[config.mk]
export PLATFORM = sky130hd
export DESIGN_NAME = hostreg_port
export DESIGN_NICKNAME = d
export VERILOG_FILES = /design/src/rtl/hrp_pkg.sv /design/src/rtl/hrp_rst.sv /design/src/rtl/hrp_sync.sv /design/src/rtl/hrp_regs.sv /design/src/rtl/hrp_par.sv /design/src/rtl/hrp_ser.sv /design/src/rtl/hostreg_port.sv
export SDC_FILE = /design/constraint.sdc
export NUM_CORES = 1
export LEC_CHECK = 0
export ABC_CLOCK_PERIOD_IN_PS = 19570
export BUFFER_PORTS_ARGS = -buffer_cell sky130_fd_sc_hd__buf_4
export CELL_PAD_IN_SITES_DETAIL_PLACEMENT = 1
export CELL_PAD_IN_SITES_GLOBAL_PLACEMENT = 1
export CORE_MARGIN = 3
export CORE_UTILIZATION = 51
export DETAILED_ROUTE_END_ITERATION = 8
export PLACE_DENSITY = 0.85
export SETUP_SLACK_MARGIN = 0.3
export SYNTH_ARGS = -nofsm -noshare
export SYNTH_HDL_FRONTEND = slang
export SYNTH_SLANG_ARGS = --single-unit
export TNS_END_PERCENT = 1
[constraint.sdc]
create_clock -name clk -period 19.57 [get_ports clk]
set_clock_uncertainty 0.15 [all_clocks]
set_input_delay 3.914 -clock clk [delete_from_list [all_inputs] [get_ports clk]]
set_output_delay 3.914 -clock clk [all_outputs]
set_load 0.02 [all_outputs]
[src/rtl/hrp_pkg.sv]
package hrp_pkg;
  localparam int DW = 8;
  localparam int AW = 6;

  typedef enum logic [1:0] {
    PH_INSTR = 2'd0,
    PH_WDATA = 2'd1,
    PH_RDATA = 2'd2
  } ser_phase_e;
endpackage

[src/rtl/hrp_rst.sv]
module hrp_rst (
  input  logic clk,
  input  logic rst_n,
  output logic rst_sync_n
);
  logic [1:0] stage_q;

  always_ff @(posedge clk or negedge rst_n) begin
    if (!rst_n) stage_q <= 2'b00;
    else        stage_q <= {stage_q[0], 1'b1};
  end

  assign rst_sync_n = stage_q[1];
endmodule

[src/rtl/hrp_sync.sv]
module hrp_sync #(
  parameter int             W  = 1,
  parameter logic [W-1:0]   RV = '0
) (
  input  logic         clk,
  input  logic         rst_n,
  input  logic [W-1:0] d,
  output logic [W-1:0] q
);
  logic [W-1:0] meta_q;
  logic [W-1:0] sync_q;

  always_ff @(posedge clk or negedge rst_n) begin
    if (!rst_n) begin
      meta_q <= RV;
      sync_q <= RV;
    end else begin
      meta_q <= d;
      sync_q <= meta_q;
    end
  end

  assign q = sync_q;
endmodule

[src/rtl/hrp_regs.sv]
module hrp_regs
  import hrp_pkg::*;
#(
  parameter int NREG = 16
) (
  input  logic               clk,
  input  logic               rst_n,
  input  logic               wr_en,
  input  logic [AW-1:0]      wr_addr,
  input  logic [DW-1:0]      wr_data,
  input  logic               upd,
  input  logic [AW-1:0]      ra0,
  output logic [DW-1:0]      rd0,
  input  logic [AW-1:0]      ra1,
  output logic [DW-1:0]      rd1,
  output logic [NREG*DW-1:0] act_flat
);
  localparam int          IW  = (NREG > 1) ? $clog2(NREG) : 1;
  localparam logic [AW:0] LIM = (AW+1)'(NREG);

  logic [DW-1:0] buf_q [NREG];
  logic [DW-1:0] act_q [NREG];
  logic          upd_q;
  logic          commit;
  logic          wr_hit;

  always_comb begin
    commit = upd & ~upd_q;
    wr_hit = wr_en && ({1'b0, wr_addr} < LIM);
    rd0    = ({1'b0, ra0} < LIM) ? buf_q[ra0[IW-1:0]] : '0;
    rd1    = ({1'b0, ra1} < LIM) ? buf_q[ra1[IW-1:0]] : '0;
  end

  always_ff @(posedge clk or negedge rst_n) begin
    if (!rst_n) upd_q <= 1'b0;
    else        upd_q <= upd;
  end

  for (genvar g = 0; g < NREG; g++) begin : g_reg
    always_ff @(posedge clk or negedge rst_n) begin
      if (!rst_n)                                 buf_q[g] <= '0;
      else if (wr_hit && (wr_addr[IW-1:0] == IW'(g))) buf_q[g] <= wr_data;
    end

    always_ff @(posedge clk or negedge rst_n) begin
      if (!rst_n)      act_q[g] <= '0;
      else if (commit) act_q[g] <= buf_q[g];
    end

    assign act_flat[g*DW +: DW] = act_q[g];
  end
endmodule

[src/rtl/hrp_par.sv]
module hrp_par
  import hrp_pkg::*;
(
  input  logic          clk,
  input  logic          rst_n,
  input  logic          en,
  input  logic          wrn_s,
  input  logic          rdn_s,
  input  logic [AW-1:0] addr,
  input  logic [DW-1:0] din,
  input  logic [DW-1:0] rd_data,
  output logic          wr_en,
  output logic [AW-1:0] wr_addr,
  output logic [DW-1:0] wr_data,
  output logic [DW-1:0] dout,
  output logic          oe
);
  logic wrn_q;

  always_ff @(posedge clk or negedge rst_n) begin
    if (!rst_n) wrn_q <= 1'b1;
    else        wrn_q <= wrn_s;
  end

  always_comb begin
    wr_en   = en & wrn_s & ~wrn_q;
    wr_addr = addr;
    wr_data = din;
    oe      = en & ~rdn_s;
    dout    = oe ? rd_data : '0;
  end
endmodule

[src/rtl/hrp_ser.sv]
module hrp_ser
  import hrp_pkg::*;
(
  input  logic          clk,
  input  logic          rst_n,
  input  logic          en,
  input  logic          wire2,
  input  logic          sclk_s,
  input  logic          csn_s,
  input  logic          sdin_s,
  input  logic          io_reset,
  input  logic [DW-1:0] rd_data,
  output logic [AW-1:0] rd_addr,
  output logic          wr_en,
  output logic [AW-1:0] wr_addr,
  output logic [DW-1:0] wr_data,
  output logic          sdo,
  output logic          sdio_out,
  output logic          sdio_oe
);
  ser_phase_e    phase_q, phase_n;
  logic [2:0]    bit_q, bit_n;
  logic [DW-1:0] shin_q, shin_n, shin_shift;
  logic [DW-1:0] shout_q, shout_n;
  logic [AW-1:0] addr_q, addr_n;
  logic          obit_q, obit_n;
  logic          sclk_q;
  logic          rise, fall, abort, rd_active;

  always_comb begin
    rise       = sclk_s & ~sclk_q;
    fall       = ~sclk_s & sclk_q;
    abort      = ~en | csn_s | io_reset;
    shin_shift = {shin_q[DW-2:0], sdin_s};
    rd_addr    = (phase_q == PH_INSTR) ? shin_shift[AW-1:0] : addr_q + AW'(1);
    wr_addr    = addr_q;
    wr_data    = shin_shift;

    phase_n = phase_q;
    bit_n   = bit_q;
    shin_n  = shin_q;
    shout_n = shout_q;
    addr_n  = addr_q;
    obit_n  = obit_q;
    wr_en   = 1'b0;

    if (abort) begin
      phase_n = PH_INSTR;
      bit_n   = 3'd0;
      obit_n  = 1'b0;
    end else begin
      if (rise) begin
        shin_n = shin_shift;
        bit_n  = bit_q + 3'd1;
        if (bit_q == 3'd7) begin
          case (phase_q)
            PH_INSTR: begin
              addr_n = shin_shift[AW-1:0];
              if (shin_shift[DW-1]) begin
                phase_n = PH_RDATA;
                shout_n = rd_data;
                obit_n  = 1'b0;
              end else begin
                phase_n = PH_WDATA;
              end
            end
            PH_WDATA: begin
              wr_en  = 1'b1;
              addr_n = addr_q + AW'(1);
            end
            PH_RDATA: begin
              shout_n = rd_data;
              addr_n  = addr_q + AW'(1);
            end
            default: phase_n = PH_INSTR;
          endcase
        end
      end
      if (fall && (phase_q == PH_RDATA)) begin
        obit_n  = shout_q[DW-1];
        shout_n = {shout_q[DW-2:0], 1'b0};
      end
    end
  end

  always_ff @(posedge clk or negedge rst_n) begin
    if (!rst_n) begin
      phase_q <= PH_INSTR;
      bit_q   <= 3'd0;
      shin_q  <= '0;
      shout_q <= '0;
      addr_q  <= '0;
      obit_q  <= 1'b0;
      sclk_q  <= 1'b0;
    end else begin
      phase_q <= phase_n;
      bit_q   <= bit_n;
      shin_q  <= shin_n;
      shout_q <= shout_n;
      addr_q  <= addr_n;
      obit_q  <= obit_n;
      sclk_q  <= sclk_s;
    end
  end

  always_comb begin
    rd_active = (phase_q == PH_RDATA) & ~csn_s & en;
    sdio_oe   = wire2 & rd_active;
    sdio_out  = obit_q;
    sdo       = ~wire2 & rd_active & obit_q;
  end
endmodule

[src/rtl/hostreg_port.sv]
module hostreg_port
  import hrp_pkg::*;
#(
  parameter int NREG = 16
) (
  input  logic               clk,
  input  logic               rst_n,
  input  logic               mode_par,
  input  logic               wire2,
  input  logic               wr_sclk,
  input  logic               rd_csn,
  input  logic [5:0]         addr,
  input  logic [7:0]         pdata_in,
  output logic [7:0]         pdata_out,
  output logic               pdata_oe,
  input  logic               sdio_in,
  output logic               sdio_out,
  output logic               sdio_oe,
  output logic               sdo,
  input  logic               io_reset,
  input  logic               upd,
  output logic [NREG*8-1:0]  act_regs
);
  logic          rst_i;
  logic          wr_s, cs_s, sdin_s;
  logic          p_we, s_we, we;
  logic [AW-1:0] p_wa, s_wa, wa, s_ra;
  logic [DW-1:0] p_wd, s_wd, wd, p_rd, s_rd;

  hrp_rst u_rst (.clk(clk), .rst_n(rst_n), .rst_sync_n(rst_i));

  hrp_sync #(.W(3), .RV(3'b110)) u_sync (
    .clk(clk), .rst_n(rst_i),
    .d({wr_sclk, rd_csn, sdio_in}),
    .q({wr_s, cs_s, sdin_s})
  );

  hrp_par u_par (
    .clk(clk), .rst_n(rst_i), .en(mode_par),
    .wrn_s(wr_s), .rdn_s(cs_s), .addr(addr), .din(pdata_in),
    .rd_data(p_rd), .wr_en(p_we), .wr_addr(p_wa), .wr_data(p_wd),
    .dout(pdata_out), .oe(pdata_oe)
  );

  hrp_ser u_ser (
    .clk(clk), .rst_n(rst_i), .en(~mode_par), .wire2(wire2),
    .sclk_s(wr_s), .csn_s(cs_s), .sdin_s(sdin_s), .io_reset(io_reset),
    .rd_data(s_rd), .rd_addr(s_ra), .wr_en(s_we), .wr_addr(s_wa),
    .wr_data(s_wd), .sdo(sdo), .sdio_out(sdio_out), .sdio_oe(sdio_oe)
  );

  always_comb begin
    we = mode_par ? p_we : s_we;
    wa = mode_par ? p_wa : s_wa;
    wd = mode_par ? p_wd : s_wd;
  end

  hrp_regs #(.NREG(NREG)) u_regs (
    .clk(clk), .rst_n(rst_i),
    .wr_en(we), .wr_addr(wa), .wr_data(wd), .upd(upd),
    .ra0(addr), .rd0(p_rd), .ra1(s_ra), .rd1(s_rd),
    .act_flat(act_regs)
  );
endmodule

After elaboration in Yosys (flattened, before gate mapping)
Cells that the tools add are included.

cells by class
  eq/ne operators = 20
  bitwise operators = 23
  add/sub/neg operators = 2
  reduce and logical (&&, ||, !) cells = 36
  $lt $le $gt $ge = 5
  multiplexer cells = 36

operators by type and width
  operator             number
  $mux 8               12
  $bmux 8 s4           2
  $eq 4x4->1 const B   8
  $logic_and 1x1->1    18
  $lt 6x5->1 const B   3
  $eq 4x3->1 const B   4
  $pmux 8 s2           1
  $reduce_bool 3->1    5
  $mux 6               2
  $pmux 6 s2           1
  $and 1x1->1          11
  $mux 1               11
  $ge 5x5->1 const B   2
  $not 4->5            2
  $reduce_bool 2->1    5
  $eq 4x2->1 const B   2
  $mux 2               4
  $not 1->1            8
  $reduce_and 4->1     2
  $add 6x1->6 const B  1
  $mux 3               2
  $reduce_and 5->1     1
  $eq 4x1->1 const B   1
  $logic_not 4->1      1
  12 further kinds     13

word-level totals
  output and inout bits = 140
  flip-flop bits (word level) = 294
  word-level logic and storage cells = 166
  input port bits = 23

Depth between registers and ports, before layout
Gate-level depths: netlist of run 1.

  depth after elaboration = 12
  depth in mapped cells = 10
  depth with buffers taken out = 8

Cells and area by module
A second synthesis of run 1 with hierarchy kept.

second synthesis, totals
  cell total of the unflattened synthesis = 1003
  area total of the unflattened synthesis = 14079.8 um^2

modules (own cells, without submodules)
  module        times used  cells each  area an instance (um^2)  seq. area each (um^2)
  hrp_regs      1           783         11763.8                  6431.2
  hrp_ser       1           168         1652.8                   700.7
  hostreg_port  1           18          237.7                    0.0
  hrp_par       1           25          216.5                    26.3
  hrp_sync      1           6           155.1                    155.1
  hrp_rst       1           3           53.8                     50.0

Worst setup path before layout of run 1
Ideal clock, no wire load.

  path kind = input port to output port
  start point = input addr[0]
  end point = output pdata_out[0]
  required time = 15.506 ns
  arrival = 5.674 ns
  path buffers = 2
  slack = 9.832 ns
  cell stages on the path = 5
  path through = clkbuf_1 -> buf_2 -> mux4_2 -> mux4_2 -> nor2b_1

on the way
  word-level cells in the longest chain between the ends = 6
  elaborated cells between the ends (all ways) = 7
  classes of those cells = 1 x order compare; 5 x mux; 1 x bitwise

RTL lines
  item                                       RTL line            RTL
  start: declaration                         hostreg_port.sv:12  input logic [5:0] addr,
  $not 4->5 (implied by the code)            hrp_regs.sv:30      rd0 = ({1'b0, ra0} < LIM) ? buf_q[ra0[IW-1:0]] : '0;
  $bmux 8 s4                                 hrp_regs.sv:30
  $mux 8 (implied by the code) (2 in a row)  hrp_regs.sv:30
  $mux 8 (*)                                 hrp_regs.sv:30
  $mux 8 (*)                                 hrp_par.sv:30       dout = oe ? rd_data : '0;
  end: declaration                           hostreg_port.sv:14  output logic [7:0] pdata_out,

Every way passes the cells marked *; elsewhere a longest branch is shown, timed or not. The select of a mux whose other input is x is not followed.

Worst setup path in the final report of run 1
Ends and elaborated chain as after synthesis.

==> flow_summary.json, run 1 <==
{
  "power.density_nw_per_um2": 93.2,
  "wirelength_um": 43600,
  "fmax_ghz": 0.101,
  "critPathCaptureType": "output pin",
  "cp.required_ns": 15.51,
  "yosys.area_share.simple_pct": 8.83,
  "cts_setup_buffers": 0,
  "die_h_um": 168,
  "final-setup-viol-count": 0,
  "critPathKind": "in2out",
  "netlist_area_um2": 13400,
  "synth_area_per_cell_um2": 12.1,
  "cpLargestDelayFamily": "multiplexers",
  "met1_length_um": 16900,
  "die-area_um2": 28200,
  "dr_wl_met3_um": 3030,
  "yosysWarnings": 0,
  "wl_per_cell_um": 27.5,
  "r2r_end": "u_ser.shout_q[7]$_DFFE_PN0P_",
  "clock-sinks": 294,
  "maxSlewHeadroom_pct": 20.2,
  "synth_top_family_by_area": "multiplexers",
  "drtIter0Drc": 902,
  "antennaDiodeCount": 0,
  "postLayoutCellArea_um2": 15800,
  "maxCapViolCount": 0,
  "crit_path_start_kind": "input port",
  "slowest_stage": "mux4_2",
  "slowest_delay_ns": 0.58,
  "cts-root-buf": "clkbuf_16",
  "power_leakage_nw": 7.59,
  "hold-worst-slack_ns": 0.202,
  "grt_pass1_wl_um": 67800,
  "synth.distinct_cells": 40,
  "initial_core_util_pct": 52.4,
  "max-vdd-ir-drop_uv": 64.5,
  "holdBufCountCts": 0,
  "muxShareOfSynthArea_pct": 21.9,
  "overflow": 0,
  "ys_seq_elements": 294,
  "cts_max_path_buffers": 3,
  "layout_setup_ws_ns": 9.64,
  "synth_compound_area_share_pct": 10.6,
  "drc": 0,
  "drive_gt1_share_pct": 32.9,
  "reg2reg_from": "u_ser.phase_q[0]$_DFFE_PN0P_",
  "ioPinCount": 163,
  "post-route-period-util_pct": 50.7,
  "clk_pin_slew_worst_paths_ns": 0.06,
  "synth_fa_ha_area_share_pct": 0.843,
  "post_cts_resized": 0,
  "hold_viol_final": 0,
  "period_minus_slack_ns": 9.93,
  "fin_nets": 1268,
  "final_antenna_net_count": 0,
  "io_buffers": 162,
  "worstPathMaxFanout": 34,
  "row_count": 58,
  "cp.depth": 5,
  "vias": 10198,
  "yosysSeqAreaShare_pct": 55.1,
  "rrSetupSlack_ns": 15.57,
  "netlist_instances": 1104,
  "top_layer": "met5",
  "rsz0062_at_grt": "no",
  "hp-class": "reg2reg",
  "grt_start_max_net_pins": 79,
  "dr_wl_met2_um": 21500,
  "worstRegToRegCells": 9,
  "maxSlewViolCount": 0,
  "synthXorXnorAreaFrac_pct": 0.262,
  "placed_area_um2": 14800,
  "place_congestion": 0.922,
  "regArea_um2": 7370,
  "global_route.usage.total_pct": 31.1,
  "cts_buffers": 30,
  "outcome": "completed",
  "path_cells": "buf_4, mux4_2, mux4_2, nor2b_1, buf_4",
  "totalNegativeSetupSlack_ns": 0,
  "worst_pin_slew_ns": 1.19,
  "viasPerCell": 6.44,
  "preCtsSetupSlack_ns": 9.61,
  "area_delta_synth_final_pct": 18.4,
  "cts_tree": "built",
  "dp_hpwl_um": 30200,
  "chipWidth_um": 168,
  "first_global_vias": 10993,
  "fillers": 2597,
  "insertion_delay_ns": 0.56,
  "core_um2": 25500,
  "antenna_found_initial": 1,
  "synth_nets": 1136,
  "crit_buf_inv": 2,
  "cp.arrival_ns": 5.87,
  "worstHoldStart": "u_rst.stage_q[0]$_DFF_PN0_",
  "htree_num_levels": 1,
  "crit_end": "pdata_out[0]",
  "cp-startpoint": "addr[0]",
  "multi_input_area_um2": 5690,
  "first_pass_iters": 7
}
==> synthesized netlist by cell type (all sizes together) <==
master | n | area, um^2
and3 | 34 | 213
o211ai | 1 | 7.51
nor2 | 10 | 37.5
dfstp | 5 | 131
nand3b | 4 | 30.0
o22ai | 1 | 6.26
nor2b | 12 | 75.1
buf | 18 | 87.6
o32a | 1 | 10.0
mux4 | 40 | 901
nand2 | 142 | 533
inv | 6 | 22.5
o32ai | 4 | 35.0
nand4b | 1 | 8.76
or3 | 3 | 18.8
nand2b | 4 | 25.0
dfrtp | 289 | 7230
xnor2 | 3 | 26.3
nand3 | 23 | 115
nor3 | 3 | 26.3
a21oi | 10 | 50.1
and2 | 1 | 6.26
or2 | 2 | 12.5
conb | 1 | 3.75
clkbuf | 58 | 218
and4b | 1 | 10.0
mux2i | 48 | 480
mux2 | 137 | 1540
a22oi | 8 | 60.1
ha | 9 | 113
nor3b | 1 | 18.8
o21a | 1 | 7.51
a21o | 1 | 7.51
xor2 | 1 | 8.76
o21ai | 149 | 746
a211oi | 64 | 480
nor4 | 8 | 50.1
==> worst min-delay path by stage <==
stage	endpoint	cells past startpoint
after detailed placement	u_rst.stage_q[1]$_DFF_PN0_	0
after global routing	u_rst.stage_q[1]$_DFF_PN0_	0
final	u_rst.stage_q[1]$_DFF_PN0_	0
after global placement	u_sync.q[0]$_DFF_PN0_	0
after CTS	u_sync.q[0]$_DFF_PN0_	0
after floorplan	u_rst.stage_q[1]$_DFF_PN0_	0
==> where the power goes <==
part | switching, mW | leakage [nW] | internal (mW)
Clock | 0.234 | 0.493 | 0.347
Sequential | 0.0449 | 4.02 | 0.644
Combinational | 0.122 | 3.08 | 0.0822
Total | 0.400 | 7.59 | 1.07
==> registers in the layout (all words and copies together), names as in the netlist <==
register / count
u_regs.act_flat: 128
u_ser.sdio_out: 1
u_ser.shin_q: 7
u_sync.q: 3
u_ser.sclk_q: 1
u_ser.phase_q: 2
u_sync.meta_q: 3
u_ser.bit_q: 3
u_ser.shout_q: 8
u_regs.upd_q: 1
u_rst.stage_q: 2
u_regs.buf_q: 128
u_par.wrn_q: 1
u_ser.wr_addr: 6
==> kinds of logic after synthesis <==
group,after synthesis
flip-flops,294
other,1
XOR/XNOR,4
adder cells (fa/ha/maj),9
AND/OR/NAND/NOR,249
multiplexers,225
AO/OA/AOI/OAI,240
buffers and inverters,82
==> area by class of cell <==
cell class	instances	area share (%)
clock buffers	42	5.55
clock inverters	8	0.728
inverters	6	0.142
multi-input cells	728	36.0
flip-flops and latches	294	46.6
well taps	330	2.61
repair buffers	176	8.36
==> placed cells by master (no fill, tap or decap), types with 4 or more instances in the layout <==
cell type,instances
a22oi_1,8
o21ai_1,11
dfstp_2,5
nor2_1,10
clkbuf_16,31
inv_1,6
nand3b_1,4
mux2_2,137
clkbuf_1,5
and3_1,34
a21oi_1,10
ha_1,9
a211oi_1,64
dfrtp_1,288
o21ai_0,138
nand2_1,141
mux4_2,40
nand3_1,23
clkbuf_8,6
mux2i_1,46
clkinv_2,5
nor4_1,8
o32ai_1,4
nor2b_1,12
buf_4,176
==> worst reg2reg max path: stages (launching register included) <==
cell,delay (ns)
dfrtp_1,0.41
inv_1,0.14
ha_1,0.32
nand2_1,0.74
nand2_2,0.29
buf_4,0.71
mux2i_1,0.39
a211oi_1,0.11
nor4_1,0.52
o21ai_1,0.10
==> metal layers <==
metal	up-vias	GRT usage (%)
li1	4290	-
met1	5290	40.3
met2	472	52.2
met3	144	4.98
met4	2	13.4
met5	-	0
==> through the flow <==
stage                     total power [mW]  util [%]  cells
after global routing                  1.53      62.1   1584
after CTS                             1.48      62.1   1584
after detailed placement             0.899      58.2   1534
final                                 1.47      62.1   1584
after floorplan                      0.806         -   1104
after global placement               0.888      58.2   1534
Note: power is estimated with default switching activity, not from simulation.
==> run 2, diff against run 1 <==
--- a/config.mk
+++ b/config.mk
@@ -5,14 +5,14 @@
 export SDC_FILE = /design/constraint.sdc
 export NUM_CORES = 1
 export LEC_CHECK = 0
-export ABC_CLOCK_PERIOD_IN_PS = 19570
+export ABC_CLOCK_PERIOD_IN_PS = 8500
 export BUFFER_PORTS_ARGS = -buffer_cell sky130_fd_sc_hd__buf_4
 export CELL_PAD_IN_SITES_DETAIL_PLACEMENT = 1
 export CELL_PAD_IN_SITES_GLOBAL_PLACEMENT = 1
 export CORE_MARGIN = 3
-export CORE_UTILIZATION = 51
+export CORE_UTILIZATION = 42
 export DETAILED_ROUTE_END_ITERATION = 8
-export PLACE_DENSITY = 0.85
+export PLACE_DENSITY = 0.74
 export SETUP_SLACK_MARGIN = 0.3
 export SYNTH_ARGS = -nofsm -noshare
 export SYNTH_HDL_FRONTEND = slang
==> constraint.sdc (replaced) <==
create_clock -name clk -period 8.5 [get_ports clk]
set_clock_uncertainty 0.15 [all_clocks]
set_input_delay 1.7 -clock clk [delete_from_list [all_inputs] [get_ports clk]]
set_output_delay 1.7 -clock clk [all_outputs]
set_load 0.02 [all_outputs]
==> run 2 against run 1 <==
Setup slack worse by 6.7 ns. Largest cell class unchanged. Sequential share of layout area is 0.70 points lower. Highest routed layer is now met4. Non-clock buffer count is 1 lower. Flip-flop and latch count stayed put.
==> flow_summary.json, run 2 (same netlist as run 1, synthesis figures left out) <==
{
  "die-area_um2": 34000,
  "p_switching_mw": 0.934,
  "cp.arrival_ns": 3.70,
  "outcome": "completed",
  "antennaDiodeCount": 0,
  "core_um2": 31000,
  "vias": 9959,
  "wl_per_cell_um": 25.7,
  "cts_setup_buffers": 0,
  "preCtsSetupSlack_ns": 2.95,
  "utilization_pct": 51.8,
  "fmax_ghz": 0.180,
  "rrSetupSlack_ns": 4.51,
  "worstPathMaxFanout": 34,
  "area_delta_synth_final_pct": 20.1,
  "hold-worst-slack_ns": 0.100,
  "final_antenna_net_count": 0,
  "hp-class": "reg2async",
  "grt_pass1_wl_um": 65000,
  "critPathKind": "in2out",
  "cp.required_ns": 6.65,
  "drc": 0,
  "rsz0062_at_grt": "no",
  "clk_pin_slew_worst_paths_ns": 0.06,
  "initial_core_util_pct": 43.1,
  "first_pass_iters": 5,
  "cts_tree": "built",
  "maxSlewHeadroom_pct": 20.4,
  "die_h_um": 184,
  "global_route.usage.total_pct": 25.1,
  "htree_num_levels": 1,
  "ioPinCount": 163,
  "antenna_found_initial": 0,
  "crit_path_start_kind": "input port",
  "post_cts_resized": 0,
  "totalNegativeSetupSlack_ns": 0,
  "period_minus_slack_ns": 5.55,
  "drtIter0Drc": 603,
  "io_buffers": 162,
  "seq_power_share_pct": 44.6,
  "viasPerCell": 6.02,
  "overflow": 0,
  "maxCapViolCount": 0,
  "drive_gt1_share_pct": 33.1,
  "clock-sinks": 294,
  "max-vdd-ir-drop_uv": 129,
  "worst_pin_slew_ns": 1.19,
  "comb_power_share_pct": 13.1,
  "power_mw": 3.55,
  "layout_setup_ws_ns": 2.95,
  "mostFrequentLayoutCells": "dfrtp_1 (288), buf_4 (174), nand2_1 (141), o21ai_0 (138), mux2_2 (137)",
  "place_congestion": 0.874,
  "p_clk_share_pct": 42.4,
  "cts_max_path_buffers": 3,
  "cts_buffers": 31,
  "final_common_cell": "dfrtp_1",
  "maxSlewViolCount": 0,
  "dp_hpwl_um": 29100,
  "chipWidth_um": 184,
  "intPower_mw": 2.62,
  "wirelength_um": 42600,
  "critPathCaptureType": "output pin",
  "power_leakage_nw": 7.65,
  "row_count": 64,
  "cts-root-buf": "clkbuf_16",
  "grt_start_max_net_pins": 189,
  "power.density_nw_per_um2": 221,
  "fin_nets": 1268,
  "post-route-period-util_pct": 65.3,
  "final-setup-viol-count": 0,
  "p_sw_share_pct": 26.3,
  "hold_viol_final": 0,
  "first_global_vias": 10556,
  "holdBufCountCts": 0,
  "fillers": 3190,
  "insertion_delay_ns": 0.56
}
## run 2: changes by cell type in the layout (fill, tap and decap cells not counted)
cell | previous run | this run
buf_12 | 0 | 1
buf_4 | 176 | 174
bufinv_16 | 3 | 7
clkbuf_1 | 5 | 4
clkbuf_8 | 6 | 8
clkinv_2 | 5 | 2
clkinv_4 | 0 | 1
clkinvlp_4 | 0 | 2
## run 2: cell type report
| type | count | area (um^2) | area share [%] |
|---|---|---|---|
| clock buffers | 43 | 901 | 5.61 |
| clock inverters | 12 | 244 | 1.52 |
| inverters | 6 | 22.5 | 0.140 |
| repair buffers | 175 | 1330 | 8.26 |
| well taps | 396 | 495 | 3.09 |
| multi-input cells | 728 | 5690 | 35.5 |
| flip-flops and latches | 294 | 7370 | 45.9 |
## run 2: power groups by stage
stage               combinational, mW  clock, mW  sequential, mW
CTS                             0.466       1.53            1.58
floorplan                       0.231          0            1.62
global placement                0.448          0            1.60
detailed placement              0.462          0            1.60
finish                          0.464       1.51            1.58
global route                    0.501       1.60            1.59
## run 2: per-layer routing
metal / routed length, um / up-vias / track usage (%)
met5: 0 / - / 0
met1: 17200 / 5202 / 32.5
met4: 1880 / 0 / 9.46
met2: 21000 / 350 / 43.1
li1: - / 4292 / -
met3: 2410 / 115 / 3.55
## run 2: metrics by stage
step / instance area [um^2] / cells
2_1_floorplan: 13400 / 1104
3_3_place_gp: 14900 / 1599
3_5_place_dp: 14900 / 1599
4_1_cts: 16000 / 1654
5_1_grt: 16000 / 1654
6_report: 16000 / 1654
## run 2: path summary, 6_finish.rpt
kind,from,to,depth (start not counted)
max reg2reg,u_ser.phase_q[0]$_DFFE_PN0P_,u_ser.shout_q[4]$_DFFE_PN0P_,9
min,u_rst.stage_q[1]$_DFF_PN0_,u_regs.act_flat[74]$_DFFE_PN0P_,0
max in group asynchronous,u_rst.stage_q[1]$_DFF_PN0_,u_ser.shin_q[3]$_DFFE_PN0P_,1
min in group clk,u_sync.meta_q[2]$_DFF_PN1_,u_sync.q[2]$_DFF_PN1_,0
min reg2reg,u_rst.stage_q[1]$_DFF_PN0_,u_regs.act_flat[74]$_DFFE_PN0P_,0
max,addr[0],pdata_out[5],5
## run 2: worst max-delay path, stage by stage
cell and delay, ns:
buf_4 0.49, mux4_2 0.59, mux4_2 0.48, nor2b_1 0.19
buf_4 0.20
==> run 3, diff against run 2 <==
--- a/config.mk
+++ b/config.mk
@@ -5,14 +5,14 @@
 export SDC_FILE = /design/constraint.sdc
 export NUM_CORES = 1
 export LEC_CHECK = 0
-export ABC_CLOCK_PERIOD_IN_PS = 8500
+export ABC_CLOCK_PERIOD_IN_PS = 5300
 export BUFFER_PORTS_ARGS = -buffer_cell sky130_fd_sc_hd__buf_4
 export CELL_PAD_IN_SITES_DETAIL_PLACEMENT = 1
 export CELL_PAD_IN_SITES_GLOBAL_PLACEMENT = 1
 export CORE_MARGIN = 3
-export CORE_UTILIZATION = 42
+export CORE_UTILIZATION = 47
 export DETAILED_ROUTE_END_ITERATION = 8
-export PLACE_DENSITY = 0.74
+export PLACE_DENSITY = 0.79
 export SETUP_SLACK_MARGIN = 0.3
 export SYNTH_ARGS = -nofsm -noshare
 export SYNTH_HDL_FRONTEND = slang
==> constraint.sdc (replaced) <==
create_clock -name clk -period 5.3 [get_ports clk]
set_clock_uncertainty 0.15 [all_clocks]
set_input_delay 1.06 -clock clk [delete_from_list [all_inputs] [get_ports clk]]
set_output_delay 1.06 -clock clk [all_outputs]
set_load 0.02 [all_outputs]
==> run 3 against run 2 <==
Register-to-register slack got worse by 2.8 ns. Sequential power increased by 60%. Final area decreased by 0.60%. Power increased by 56%. Combinational power increased by 62%. Critical endpoint unchanged. Wire length decreased by 0.41%. Clock power increased by 49%. Largest power group unchanged.
==> flow_summary.json, run 3 (same netlist as run 1, synthesis figures left out) <==
{
  "utilization_pct": 57.3,
  "final_common_cell": "dfrtp_1",
  "holdBufCountCts": 0,
  "period_minus_slack_ns": 4.26,
  "grt_start_max_net_pins": 152,
  "critPathKind": "in2out",
  "rrSetupSlack_ns": 1.75,
  "fillers": 2851,
  "outcome": "completed",
  "vias": 10136,
  "insertion_delay_ns": 0.55,
  "path_cells": "buf_4, mux4_2, mux4_2, nor2b_1, buf_4",
  "worst_pin_slew_ns": 1.07,
  "r2r_end": "u_ser.shout_q[3]$_DFFE_PN0P_",
  "cts_max_path_buffers": 3,
  "maxSlewViolCount": 0,
  "slowest_stage": "mux4_2",
  "maxSlewHeadroom_pct": 28.1,
  "hp-class": "in2async",
  "post-route-period-util_pct": 80.3,
  "cp.depth": 5,
  "ioPinCount": 163,
  "drc": 0,
  "grt_pass1_wl_um": 65200,
  "io_buffers": 162,
  "postLayoutCellArea_um2": 16000,
  "fmax_ghz": 0.235,
  "viasPerCell": 6.19,
  "final-setup-viol-count": 0,
  "drive_gt1_share_pct": 33.0,
  "clk_pin_slew_worst_paths_ns": 0.06,
  "final_antenna_net_count": 0,
  "mostFrequentLayoutCells": "dfrtp_1 (288), buf_4 (176), nand2_1 (141), o21ai_0 (138), mux2_2 (137)",
  "cts_setup_buffers": 0,
  "drtIter0Drc": 845,
  "place_congestion": 0.981,
  "slowest_delay_ns": 0.61,
  "hold-worst-slack_ns": 0.123,
  "rsz0062_at_grt": "no",
  "crit_path_start_kind": "input port",
  "core_um2": 27900,
  "global_route.usage.total_pct": 27.6,
  "power.density_nw_per_um2": 347,
  "hold_viol_final": 0,
  "worstRegToRegCells": 9,
  "placed_area_um2": 14900,
  "wirelength_um": 42400,
  "clock-sinks": 294,
  "antennaDiodeCount": 0,
  "antenna_found_initial": 0,
  "cts-root-buf": "clkbuf_16",
  "post_cts_resized": 0,
  "power_leakage_nw": 7.63,
  "overflow": 0,
  "critPathCaptureType": "output pin",
  "die-area_um2": 30500,
  "cpLargestDelayFamily": "multiplexers",
  "maxCapViolCount": 0,
  "first_pass_iters": 4,
  "max-vdd-ir-drop_uv": 225,
  "crit_buf_inv": 2,
  "totalNegativeSetupSlack_ns": 0,
  "dp_hpwl_um": 29000,
  "reg2reg_from": "u_ser.phase_q[1]$_DFFE_PN0P_",
  "fin_nets": 1270,
  "area_delta_synth_final_pct": 19.4,
  "chipWidth_um": 175,
  "cp.arrival_ns": 3.05,
  "wl_per_cell_um": 25.9,
  "row_count": 61,
  "cp.required_ns": 4.09,
  "htree_num_levels": 1,
  "worstPathMaxFanout": 34,
  "initial_core_util_pct": 47.9,
  "die_h_um": 175,
  "power_mw": 5.54,
  "cts_buffers": 30,
  "first_global_vias": 10686,
  "cts_tree": "built"
}
==> run 3: report_power, final <==
group / switching (mW) / internal (mW) / total [mW]
registers: 0.155 / 2.38 / 2.53
logic: 0.446 / 0.307 / 0.753
clock network: 0.892 / 1.36 / 2.25
==> run 3: how the worst max path moves through the flow <==
stage                          startpoint                              to  slack [ns]
6_report                          addr[0]                    pdata_out[5]        1.04
2_1_floorplan  u_rst.stage_q[1]$_DFF_PN0_  u_regs.act_flat[0]$_DFFE_PN0P_        0.34
5_1_grt                           addr[0]                    pdata_out[5]        0.96
3_5_place_dp                      addr[0]                    pdata_out[0]        1.04
3_3_place_gp                      addr[0]                    pdata_out[4]        1.09
4_1_cts                           addr[0]                    pdata_out[5]        1.04
==> run 3: layout make-up <==
type	instances	area, um^2	area share, %
flip-flops and latches	294	7370	46.2
inverters	6	22.5	0.141
clock inverters	16	241	1.51
multi-input cells	728	5690	35.7
well taps	378	473	2.96
repair buffers	178	1360	8.53
clock buffers	37	798	5.00
==> run 3: stage by stage <==
step,setup WS [ns],std cells
6_report,1.04,1637
5_1_grt,0.955,1637
4_1_cts,1.04,1637
3_5_place_dp,1.04,1584
3_3_place_gp,1.09,1584
2_1_floorplan,0.341,1104
==> run 3: worst register-to-register path: stages, from the launching register on <==
cell and delay, ns:
dfrtp_1 0.44, inv_1 0.12, ha_1 0.29, or2_2 0.56
nand2_2 0.15, buf_4 0.69, mux2i_1 0.35, a211oi_1 0.12
nor4_1 0.41, o21ai_0 0.14
==> run 3: routing by layer <==
layer | vias to the layer above | part of all wire, % | global-route usage (%)
li1 | 4306 | - | -
met1 | 5275 | 40 | 35.8
met2 | 422 | 48 | 46.1
met3 | 133 | 7.2 | 4.95
met4 | 0 | 4.9 | 11.5
met5 | - | 0 | 0
